## src/rtl/irq_ctl_pkg.sv

```systemverilog
package irq_ctl_pkg;

  typedef enum logic [1:0] {
    TRIG_LOW  = 2'b00,
    TRIG_HIGH = 2'b01,
    TRIG_FALL = 2'b10,
    TRIG_RISE = 2'b11
  } trig_e;

  localparam int ADR_CTRL   = 0;
  localparam int ADR_THR    = 1;
  localparam int ADR_STAT   = 2;
  localparam int ADR_ECLR   = 3;   // one word per 32-source bank
  localparam int ADR_MODE   = 8;   // 16 sources per word
  localparam int ADR_LVL    = 16;  // 4 sources per word

  localparam int STAT_NONE_BIT = 16;
  localparam int CLR_EN_BIT    = 8;
  localparam int BANK_SRC      = 32;
  localparam int HALF_SRC      = 16;

endpackage

```

## src/rtl/irq_sync.sv

```systemverilog
module irq_sync #(
  parameter int WIDTH = 64
) (
  input  logic             clk_i,
  input  logic             rst_ni,
  input  logic [WIDTH-1:0] d_i,
  output logic [WIDTH-1:0] q_o
);
  logic [WIDTH-1:0] s1_q, s2_q;

  always_ff @(posedge clk_i or negedge rst_ni) begin
    if (!rst_ni) begin
      s1_q <= '0;
      s2_q <= '0;
    end else begin
      s1_q <= d_i;
      s2_q <= s1_q;
    end
  end

  assign q_o = s2_q;
endmodule

```

## src/rtl/irq_src_det.sv

```systemverilog
module irq_src_det
  import irq_ctl_pkg::*;
(
  input  logic  clk_i,
  input  logic  rst_ni,
  input  logic  sync_i,
  input  trig_e mode_i,
  input  logic  clr_i,
  output logic  pend_o
);
  logic prev_q, latch_q, latch_d, edge_hit;

  always_comb begin
    edge_hit = mode_i[0] ? (sync_i && !prev_q) : (!sync_i && prev_q);
    latch_d  = mode_i[1] ? (edge_hit || (latch_q && !clr_i)) : 1'b0;
  end

  always_ff @(posedge clk_i or negedge rst_ni) begin
    if (!rst_ni) begin
      prev_q  <= 1'b0;
      latch_q <= 1'b0;
    end else begin
      prev_q  <= sync_i;
      latch_q <= latch_d;
    end
  end

  assign pend_o = mode_i[1] ? latch_q : (sync_i == mode_i[0]);

  // edge latch survives until cleared
  p_hold_r6: assert property (@(posedge clk_i) disable iff (!rst_ni)
    (mode_i[1] && latch_q && !clr_i) |=> latch_q);

  // clear without a new edge empties the latch
  p_clr_r7: assert property (@(posedge clk_i) disable iff (!rst_ni)
    (clr_i && !edge_hit) |=> !latch_q);
endmodule

```

## src/rtl/irq_arb.sv

```systemverilog
module irq_arb #(
  parameter int N     = 64,
  parameter int LVL_W = 3,
  localparam int IDX_W = $clog2(N)
) (
  input  logic [N-1:0]            req_i,
  input  logic [N-1:0][LVL_W-1:0] lvl_i,
  input  logic [LVL_W-1:0]        thr_i,
  output logic                    vld_o,
  output logic [IDX_W-1:0]        idx_o,
  output logic [LVL_W-1:0]        lvl_o
);
  localparam int NODES = 2 * N - 1;

  logic [NODES-1:0]            n_vld;
  logic [NODES-1:0][LVL_W-1:0] n_lvl;
  logic [NODES-1:0][IDX_W-1:0] n_idx;

  // leaves in source order; left subtree always holds lower numbers
  for (genvar i = 0; i < N; i++) begin : g_leaf
    localparam int unsigned LI = i;
    assign n_vld[N-1+i] = req_i[i] && (lvl_i[i] > thr_i);
    assign n_lvl[N-1+i] = lvl_i[i];
    assign n_idx[N-1+i] = LI[IDX_W-1:0];
  end

  for (genvar k = 0; k < N - 1; k++) begin : g_node
    logic take_r;
    assign take_r   = n_vld[2*k+2] && (!n_vld[2*k+1] || (n_lvl[2*k+2] > n_lvl[2*k+1]));
    assign n_vld[k] = n_vld[2*k+1] || n_vld[2*k+2];
    assign n_lvl[k] = take_r ? n_lvl[2*k+2] : n_lvl[2*k+1];
    assign n_idx[k] = take_r ? n_idx[2*k+2] : n_idx[2*k+1];
  end

  assign vld_o = n_vld[0];
  assign idx_o = n_idx[0];
  assign lvl_o = n_lvl[0];
endmodule

```

## src/rtl/irq_ctl_top.sv

```systemverilog
module irq_ctl_top
  import irq_ctl_pkg::*;
#(
  parameter int NUM_SRC = 64,
  parameter int ADDR_W  = 5,
  parameter int LVL_W   = 3,
  localparam int VEC_W    = $clog2(NUM_SRC),
  localparam int NUM_BANK = NUM_SRC / BANK_SRC
) (
  input  logic               clk_i,
  input  logic               rst_ni,
  input  logic               we_i,
  input  logic [ADDR_W-1:0]  addr_i,
  input  logic [31:0]        wdata_i,
  output logic [31:0]        rdata_o,
  input  logic [NUM_SRC-1:0] req_i,
  output logic               irq_o
);
  logic                          en_q;
  logic [LVL_W-1:0]              thr_q;
  trig_e                         mode_q [NUM_SRC];
  logic [NUM_SRC-1:0][LVL_W-1:0] lvl_q;
  logic [VEC_W-1:0]              stat_vec_q;
  logic                          stat_none_q;
  logic                          irq_q;

  logic [NUM_SRC-1:0] sync, pend, clr, arb_req;
  logic               arb_vld, win;
  logic [VEC_W-1:0]   arb_idx;
  logic [LVL_W-1:0]   arb_lvl;
  int                 adr;

  assign adr = {{(32-ADDR_W){1'b0}}, addr_i};

  // register writes
  always_ff @(posedge clk_i or negedge rst_ni) begin
    if (!rst_ni) begin
      en_q  <= 1'b0;
      thr_q <= '0;
      lvl_q <= '0;
      for (int s = 0; s < NUM_SRC; s++) mode_q[s] <= TRIG_LOW;
    end else if (we_i) begin
      if (adr == ADR_CTRL) en_q  <= wdata_i[0];
      if (adr == ADR_THR)  thr_q <= wdata_i[LVL_W-1:0];
      for (int s = 0; s < NUM_SRC; s++) begin
        if (adr == ADR_MODE + s / 16) mode_q[s] <= trig_e'(wdata_i[2*(s%16) +: 2]);
        if (adr == ADR_LVL + s / 4)   lvl_q[s]  <= wdata_i[8*(s%4) +: LVL_W];
      end
    end
  end

  // edge-clear decode: two halves per bank word
  always_comb begin
    clr = '0;
    for (int s = 0; s < NUM_SRC; s++) begin
      int bank, half;
      bank = s / BANK_SRC;
      half = (s % BANK_SRC) / HALF_SRC;
      if (we_i && adr == ADR_ECLR + bank
          && wdata_i[CLR_EN_BIT + HALF_SRC*half]
          && wdata_i[HALF_SRC*half +: 4] == 4'(s % HALF_SRC))
        clr[s] = 1'b1;
    end
  end

  // read mux
  always_comb begin
    rdata_o = '0;
    if (adr == ADR_CTRL) rdata_o[0] = en_q;
    if (adr == ADR_THR)  rdata_o[LVL_W-1:0] = thr_q;
    if (adr == ADR_STAT) begin
      rdata_o[STAT_NONE_BIT] = stat_none_q;
      rdata_o[VEC_W-1:0]     = stat_vec_q;
    end
    for (int s = 0; s < NUM_SRC; s++) begin
      if (adr == ADR_MODE + s / 16) rdata_o[2*(s%16) +: 2]    = mode_q[s];
      if (adr == ADR_LVL + s / 4)   rdata_o[8*(s%4) +: LVL_W] = lvl_q[s];
    end
  end

  irq_sync #(.WIDTH(NUM_SRC)) u_sync (
    .clk_i (clk_i),
    .rst_ni(rst_ni),
    .d_i   (req_i),
    .q_o   (sync)
  );

  for (genvar s = 0; s < NUM_SRC; s++) begin : g_src
    irq_src_det u_det (
      .clk_i (clk_i),
      .rst_ni(rst_ni),
      .sync_i(sync[s]),
      .mode_i(mode_q[s]),
      .clr_i (clr[s]),
      .pend_o(pend[s])
    );
  end

  // source 0 is reserved
  assign arb_req = pend & ~{{(NUM_SRC-1){1'b0}}, 1'b1};

  irq_arb #(.N(NUM_SRC), .LVL_W(LVL_W)) u_arb (
    .req_i(arb_req),
    .lvl_i(lvl_q),
    .thr_i(thr_q),
    .vld_o(arb_vld),
    .idx_o(arb_idx),
    .lvl_o(arb_lvl)
  );

  assign win = en_q && arb_vld;

  always_ff @(posedge clk_i or negedge rst_ni) begin
    if (!rst_ni) begin
      stat_vec_q  <= '0;
      stat_none_q <= 1'b1;
      irq_q       <= 1'b0;
    end else begin
      stat_vec_q  <= win ? arb_idx : '0;
      stat_none_q <= !win;
      irq_q       <= win;
    end
  end

  assign irq_o = irq_q;

  p_gate_r2: assert property (@(posedge clk_i) disable iff (!rst_ni)
    !en_q |=> !irq_o);

  p_thr_r4: assert property (@(posedge clk_i) disable iff (!rst_ni)
    arb_vld |-> (arb_lvl > thr_q));

  p_src0_r10: assert property (@(posedge clk_i) disable iff (!rst_ni)
    irq_o |-> (stat_vec_q != '0));
endmodule

```

## config.mk

```make
export PLATFORM = sky130hd
export DESIGN_NAME = irq_ctl_top
export DESIGN_NICKNAME = d
export VERILOG_FILES = /design/src/rtl/irq_ctl_pkg.sv /design/src/rtl/irq_sync.sv /design/src/rtl/irq_src_det.sv /design/src/rtl/irq_arb.sv /design/src/rtl/irq_ctl_top.sv
export SDC_FILE = /design/constraint.sdc
export NUM_CORES = 2
export LEC_CHECK = 0
export CAP_MARGIN = 10
export CORE_ASPECT_RATIO = 0.8
export CORE_MARGIN = 2
export CORE_UTILIZATION = 50
export DETAILED_ROUTE_END_ITERATION = 8
export PLACE_DENSITY = 0.66
export SLEW_MARGIN = 30
export SYNTH_ARGS = -nofsm -noshare
export SYNTH_HDL_FRONTEND = slang
export SYNTH_SLANG_ARGS = --single-unit
```

## constraint.sdc

```tcl
create_clock -name clk_i -period 13.33 [get_ports clk_i]
set_clock_uncertainty 0.1 [all_clocks]
set_input_delay 1.9995 -clock clk_i [delete_from_list [all_inputs] [get_ports clk_i]]
set_output_delay 1.9995 -clock clk_i [all_outputs]
set_load 0.03 [all_outputs]
```

* Word-level counts from Yosys, hierarchy flattened
Index checks and enable logic that the tools add are counted.
** Word-level totals
- Input bits :: 104
- Register bits :: 586
- Output and inout bits :: 33
** Operators by class
- Eq/ne operators :: 117
- Multiplexer cells :: 510
- Reductions and logical operators :: 848
- Magnitude comparators :: 125
** Operators by type and width (count)
- $mux 3 :: 135
- $logic_and 1x1->1 :: 384
- $gt 3x3->1 :: 125
- $mux 1 :: 286
- $logic_not 1->1 :: 252
- $logic_or 1x1->1 :: 187
- $mux 2 :: 80
- $eq 4x4->1 const B :: 16
- $eq 1x1->1 :: 63
- $eq 5x5->1 const B :: 12
- $reduce_and 2->1 :: 22
- $eq 4x3->1 const B :: 8
- $logic_not 32->1 :: 1
- $eq 5x4->1 const B :: 5
- $eq 5x3->1 const B :: 4
- $mux 6 :: 3
- $eq 4x2->1 const B :: 4
- $mux 4 :: 4
- $eq 5x2->1 const B :: 2
- $mux 5 :: 2
- $eq 4x1->1 const B :: 2
- $logic_not 4->1 :: 2
- $eq 5x1->1 const B :: 1

* Depth between registers and ports, before layout
- Depth after elaboration :: 28
- Depth in mapped cells :: 58
- Mapped depth without buffers :: 56

* By module
Synthesis repeated with hierarchy kept, for this count alone.
** Unflattened totals
- Cell total of the unflattened synthesis :: 3928
- Area, all modules :: 39309.0 um2
** By module, submodules not included
- irq_ctl_top :: seq. area each 8309.2 um2, times used 1, area each 16846.2 um2, cells an instance 1437
- irq_arb :: seq. area each 0.0 um2, times used 1, area each 13032.5 um2, cells an instance 1796
- irq_src_det :: seq. area each 50.0 um2, times used 63, area each 98.8 um2, cells an instance 9
- irq_sync :: seq. area each 3203.1 um2, times used 1, area each 3203.1 um2, cells an instance 128

* Least setup slack after synthesis
OpenSTA, ideal clock, no wires.
- Path type :: reg2reg
- From :: register thr_q[1]
- To :: register stat_vec_q[0]
- Library setup time :: 0.131 ns
- Data arrival time :: 10.485 ns
- Buffers on the path :: 3
- Period minus slack after synthesis :: 10.716 ns
- Slack :: 2.614 ns
- Stages on the path, launching flop included :: 52
- Required time :: 13.099 ns
- Cell sequence :: dfrtp_1 > inv_1 > ha_1 > nor2b_1 > o21a_1 > o211a_1 > a21boi_1 > nor2_1 > a21oi_1 > inv_1 > ha_1 > nor2b_1 > o21ai_0 > nor2_1 > mux2_2 > a22oi_1 > mux2i_1 > inv_1 > [... 16 more ...] > ha_1 > inv_1 > a21o_1 > a21oi_1 > a31oi_1 > a31oi_1 > nor2_1 > nor2_1 > a22o_1 > ha_1 > a21o_1 > a21oi_1 > a31oi_1 > o21a_1 > buf_2 > or2_2 > nor4b_1 > nor4_1
** Between the ends
- Cells in the longest elaborated chain, start to end :: 27
** RTL lines
- start: declaration :: RTL line irq_ctl_top.sv:20 : logic [LVL_W-1:0] thr_q;
- start signal: assignment :: RTL line irq_ctl_top.sv:44 : if (adr == ADR_THR) thr_q <= wdata_i[LVL_W-1:0];
- $gt 3x3->1 :: RTL line irq_arb.sv:22 : assign n_vld[N-1+i] = req_i[i] && (lvl_i[i] > thr_i);
- $logic_and 1x1->1 :: RTL line irq_arb.sv:22
- $logic_not 1->1 :: RTL line irq_arb.sv:29 : assign take_r = n_vld[2*k+2] && (!n_vld[2*k+1] || (n_lvl[2*k+2] > n_lvl[2*k+1]));
- $logic_or 1x1->1 :: RTL line irq_arb.sv:29
- $logic_and 1x1->1 :: RTL line irq_arb.sv:29
- $mux 3 :: RTL line irq_arb.sv:31 : assign n_lvl[k] = take_r ? n_lvl[2*k+2] : n_lvl[2*k+1];
- $gt 3x3->1 :: RTL line irq_arb.sv:29
- $logic_or 1x1->1 :: RTL line irq_arb.sv:29
- [... 11 more ...]
- $logic_or 1x1->1 :: RTL line irq_arb.sv:29
- $logic_and 1x1->1 :: RTL line irq_arb.sv:29
- $mux 3 :: RTL line irq_arb.sv:31
- $gt 3x3->1 :: RTL line irq_arb.sv:29
- $logic_or 1x1->1 :: RTL line irq_arb.sv:29
- $logic_and 1x1->1 :: RTL line irq_arb.sv:29
- $mux 6 :: RTL line irq_arb.sv:32 : assign n_idx[k] = take_r ? n_idx[2*k+2] : n_idx[2*k+1];
- $mux 6 * :: RTL line irq_ctl_top.sv:119 : stat_vec_q <= win ? arb_idx : '0;
- end signal: assignment :: RTL line irq_ctl_top.sv:119
- end: declaration :: RTL line irq_ctl_top.sv:23 : logic [VEC_W-1:0] stat_vec_q;
Every way passes the cells marked *; elsewhere a longest branch is shown, timed or not.
A chain may end at the register's enable or synchronous reset.

* Final worst setup path
- From :: register thr_q[0]
- To :: register stat_vec_q[0]
The elaborated chain is that of the path after synthesis.

==> metrics.txt <==
share of cells above drive strength 1 about 15%; Critical Path RT about 14 ns; GRT Resource Usage Total 33.5%; Routed Antenna Nets 0; nature of the critical path endpoint flop; Via Count ~30000; DR iter-0 viols around 4000; Synth area leaders dfrtp_1 (40%), ha_1 (12%), mux2_2 (11%); critical path type flop to flop; Final Cell Area 41400 sq um; Die Height 246 um; Seq/Total Area, Yosys 39.9%; global-route wire length before repair 187000 um; end of the critical path stat_vec_q[0]; standard-cell rows between 80 and 90; number of nets in the layout 4283; R2R depth 46; power share of the clock group 20.1%; Sw Ratio 44.9%; Longest Clk Path Bufs 3; leading area contributor after synthesis dfrtp_1; aggregate global routing overflow 0; Post-DP Area 39200 sq um; Power Dens Cells roughly 220 nW/um^2; Setup Buffers After CTS 0; crit path from thr_q[0]; commonest non-fill, non-tap cell in the layout dfrtp_1; die area around 76000 sq um; CP max stage delay 0.91 ns; Post-CTS Resized 0; Synth Net Count 4147; starting density of the core 50.7%; final setup fails 0; final WL between 100000 and 150000 um; slowest CP cell dfrtp_2; R2R Setup Slk approximately 1.8 ns; residual DRC count 0; Worst-path clk slew 0.07 ns; Top FF cell, synth dfrtp_1; power share of the sequential group about a quarter; Final Wtd Congestion 1.02; sw power about 0.0041 W; Synth Instances 3690; fin crit share between 80% and 90%; CP startpoint kind flop; RR Endpoint stat_vec_q[0]; initial antenna violation count 15; first-pass iteration count of the detailed router 6; post-DR wirelength/cell 26.4 um; clk root buf clkbuf_16; fraction of registers with async set/reset 100%; critical path depth in cells 46; setup tns final 0 ns; static leakage about 19 nW; chip width 307 um; Layout area overhead 13.0%; Mean Syn Cell Area 9.94 sq um; number of port buffers 135; RSZ-0062 raised after global routing false; Gate power share 53.4%; Worst R2R Start thr_q[0]; f_max 0.0865 GHz; most frequent cells in the layout dfrtp_1 (582), mux2_2 (361), ha_1 (353); delay-heaviest family, CP compound AO/OA/AOI/OAI gates; number of flops mapped to enable cells by yosys 0; vias in the first global route 28043; largest net degree at the start of global routing 123; Max FO, Critical Path 22; yosys warns 0; CTS tree built; clk sinks 584; status complete, no violations; fill count 6213; Syn Std Cell Area 36700 sq um; worst slew pin tran 1.13 ns; Slew Limit Fails 0; Synth cell types 87; vias per inst ~6.3; core area around 72000 sq um; Max-Cap Viols 0; worst hold path type flop to flop; Yosys reg bits between 500 and 600; htree depth 2; Slew HR approximately a quarter; Worst VDD drop 0.336 mV; Hold Startpoint u_sync.s1_q[40]; Critical path buffers and inverters 4; Fin. Hold Viols 0; Final min period 11.56 ns; Pint between 0.005 and 0.006 W; CP arrival 12.02 ns; CTS Hold Bufs 0; IO Count 137; worst skew pair latency around 0.66 ns; Synth top area share between 30% and 40%; CTS buffer count 61; dpl hpwl 92500 um
==> power groups by stage <==
stage / clock network, W / registers [W] / logic [W]
finish: 0.00184 / 0.00243 / 0.00491
global route: 0.00193 / 0.00245 / 0.00536
CTS: 0.00186 / 0.00241 / 0.00478
detailed placement: 0 / 0.00244 / 0.00474
global placement: 0 / 0.00243 / 0.00467
floorplan: 0 / 0.00226 / 0.00344
==> logic make-up (layout without fill, tap and decap cells) <==
logic type	count (synthesis)	count (layout)	synth area share, %
DFF	584	584	39.9
AOI/OAI and AO/OA	985	985	17.9
xor gates and xnor gates	63	63	1.50
and+or+nand+nor	868	868	11.0
other	0	4	0
adders and majority gates	359	359	12.2
muxes	456	456	13.7
buffers and inverters	375	560	3.84
==> cell usage after synthesis (30+ instances only) <==
| cell type | count |
|---|---|
| o21a_1 | 86 |
| nand2_1 | 224 |
| o211ai_1 | 30 |
| inv_1 | 262 |
| dfrtp_1 | 583 |
| a21oi_1 | 198 |
| o21ai_0 | 261 |
| mux2_2 | 361 |
| clkbuf_1 | 100 |
| nor2_1 | 288 |
| o211a_1 | 35 |
| a22oi_1 | 34 |
| xor2_1 | 58 |
| nor2b_1 | 108 |
| ha_1 | 353 |
| nand3_1 | 115 |
| o22ai_1 | 30 |
| a21boi_0 | 64 |
| mux2i_1 | 95 |
==> cell type report <==
type | instances | area [sq um] | area share [%]
tap | 945 | 1180 | 2.85
sequential | 584 | 14600 | 35.3
multi-input combinational | 2731 | 20700 | 50.0
clock inverter | 32 | 467 | 1.13
timing repair buffer | 186 | 1790 | 4.31
inverter | 262 | 983 | 2.37
antenna | 4 | 10.0 | 0.0242
clock buffer | 80 | 1680 | 4.05
==> stage by stage <==
stage	util, %	hold WS (ns)	setup slack (ns)	instances	power, W
2_1_floorplan	-	0.231	2.61	3690	0.00570
3_3_place_gp	54.1	0.232	2.14	4705	0.00711
3_5_place_dp	54.2	0.235	2.16	4706	0.00718
4_1_cts	57.1	0.248	2.10	4818	0.00905
5_1_grt	57.3	0.249	1.09	4822	0.00974
6_report	57.3	0.245	1.77	4824	0.00918
==> metal layers <==
metal	routed length (um)	GRT usage, %	vias to the layer above
met5	39	0	-
met4	4780	11.1	6
met3	16600	9.68	267
met2	48900	44.6	1631
met1	57100	51.3	14882
li1	-	-	13701
==> registers in the layout, indices dropped and copies added, names as in the netlist <==
name and count:
thr_q 3, mode_q 128, u_sync.s1_q 63, en_q 1
g_src.u_det.latch_q 63, u_sync.q_o 63, stat_vec_q 6, lvl_q 192
irq_o 1, stat_none_q 1, g_src.u_det.prev_q 63
==> worst min-delay path by stage <==
stage / end / depth (start not counted)
2_1_floorplan: u_sync.q_o[10] / 0
3_3_place_gp: u_sync.q_o[40] / 0
3_5_place_dp: u_sync.q_o[16] / 0
4_1_cts: u_sync.q_o[31] / 0
5_1_grt: u_sync.q_o[40] / 0
6_report: u_sync.q_o[40] / 0
Power figures use the tool's default switching activity.
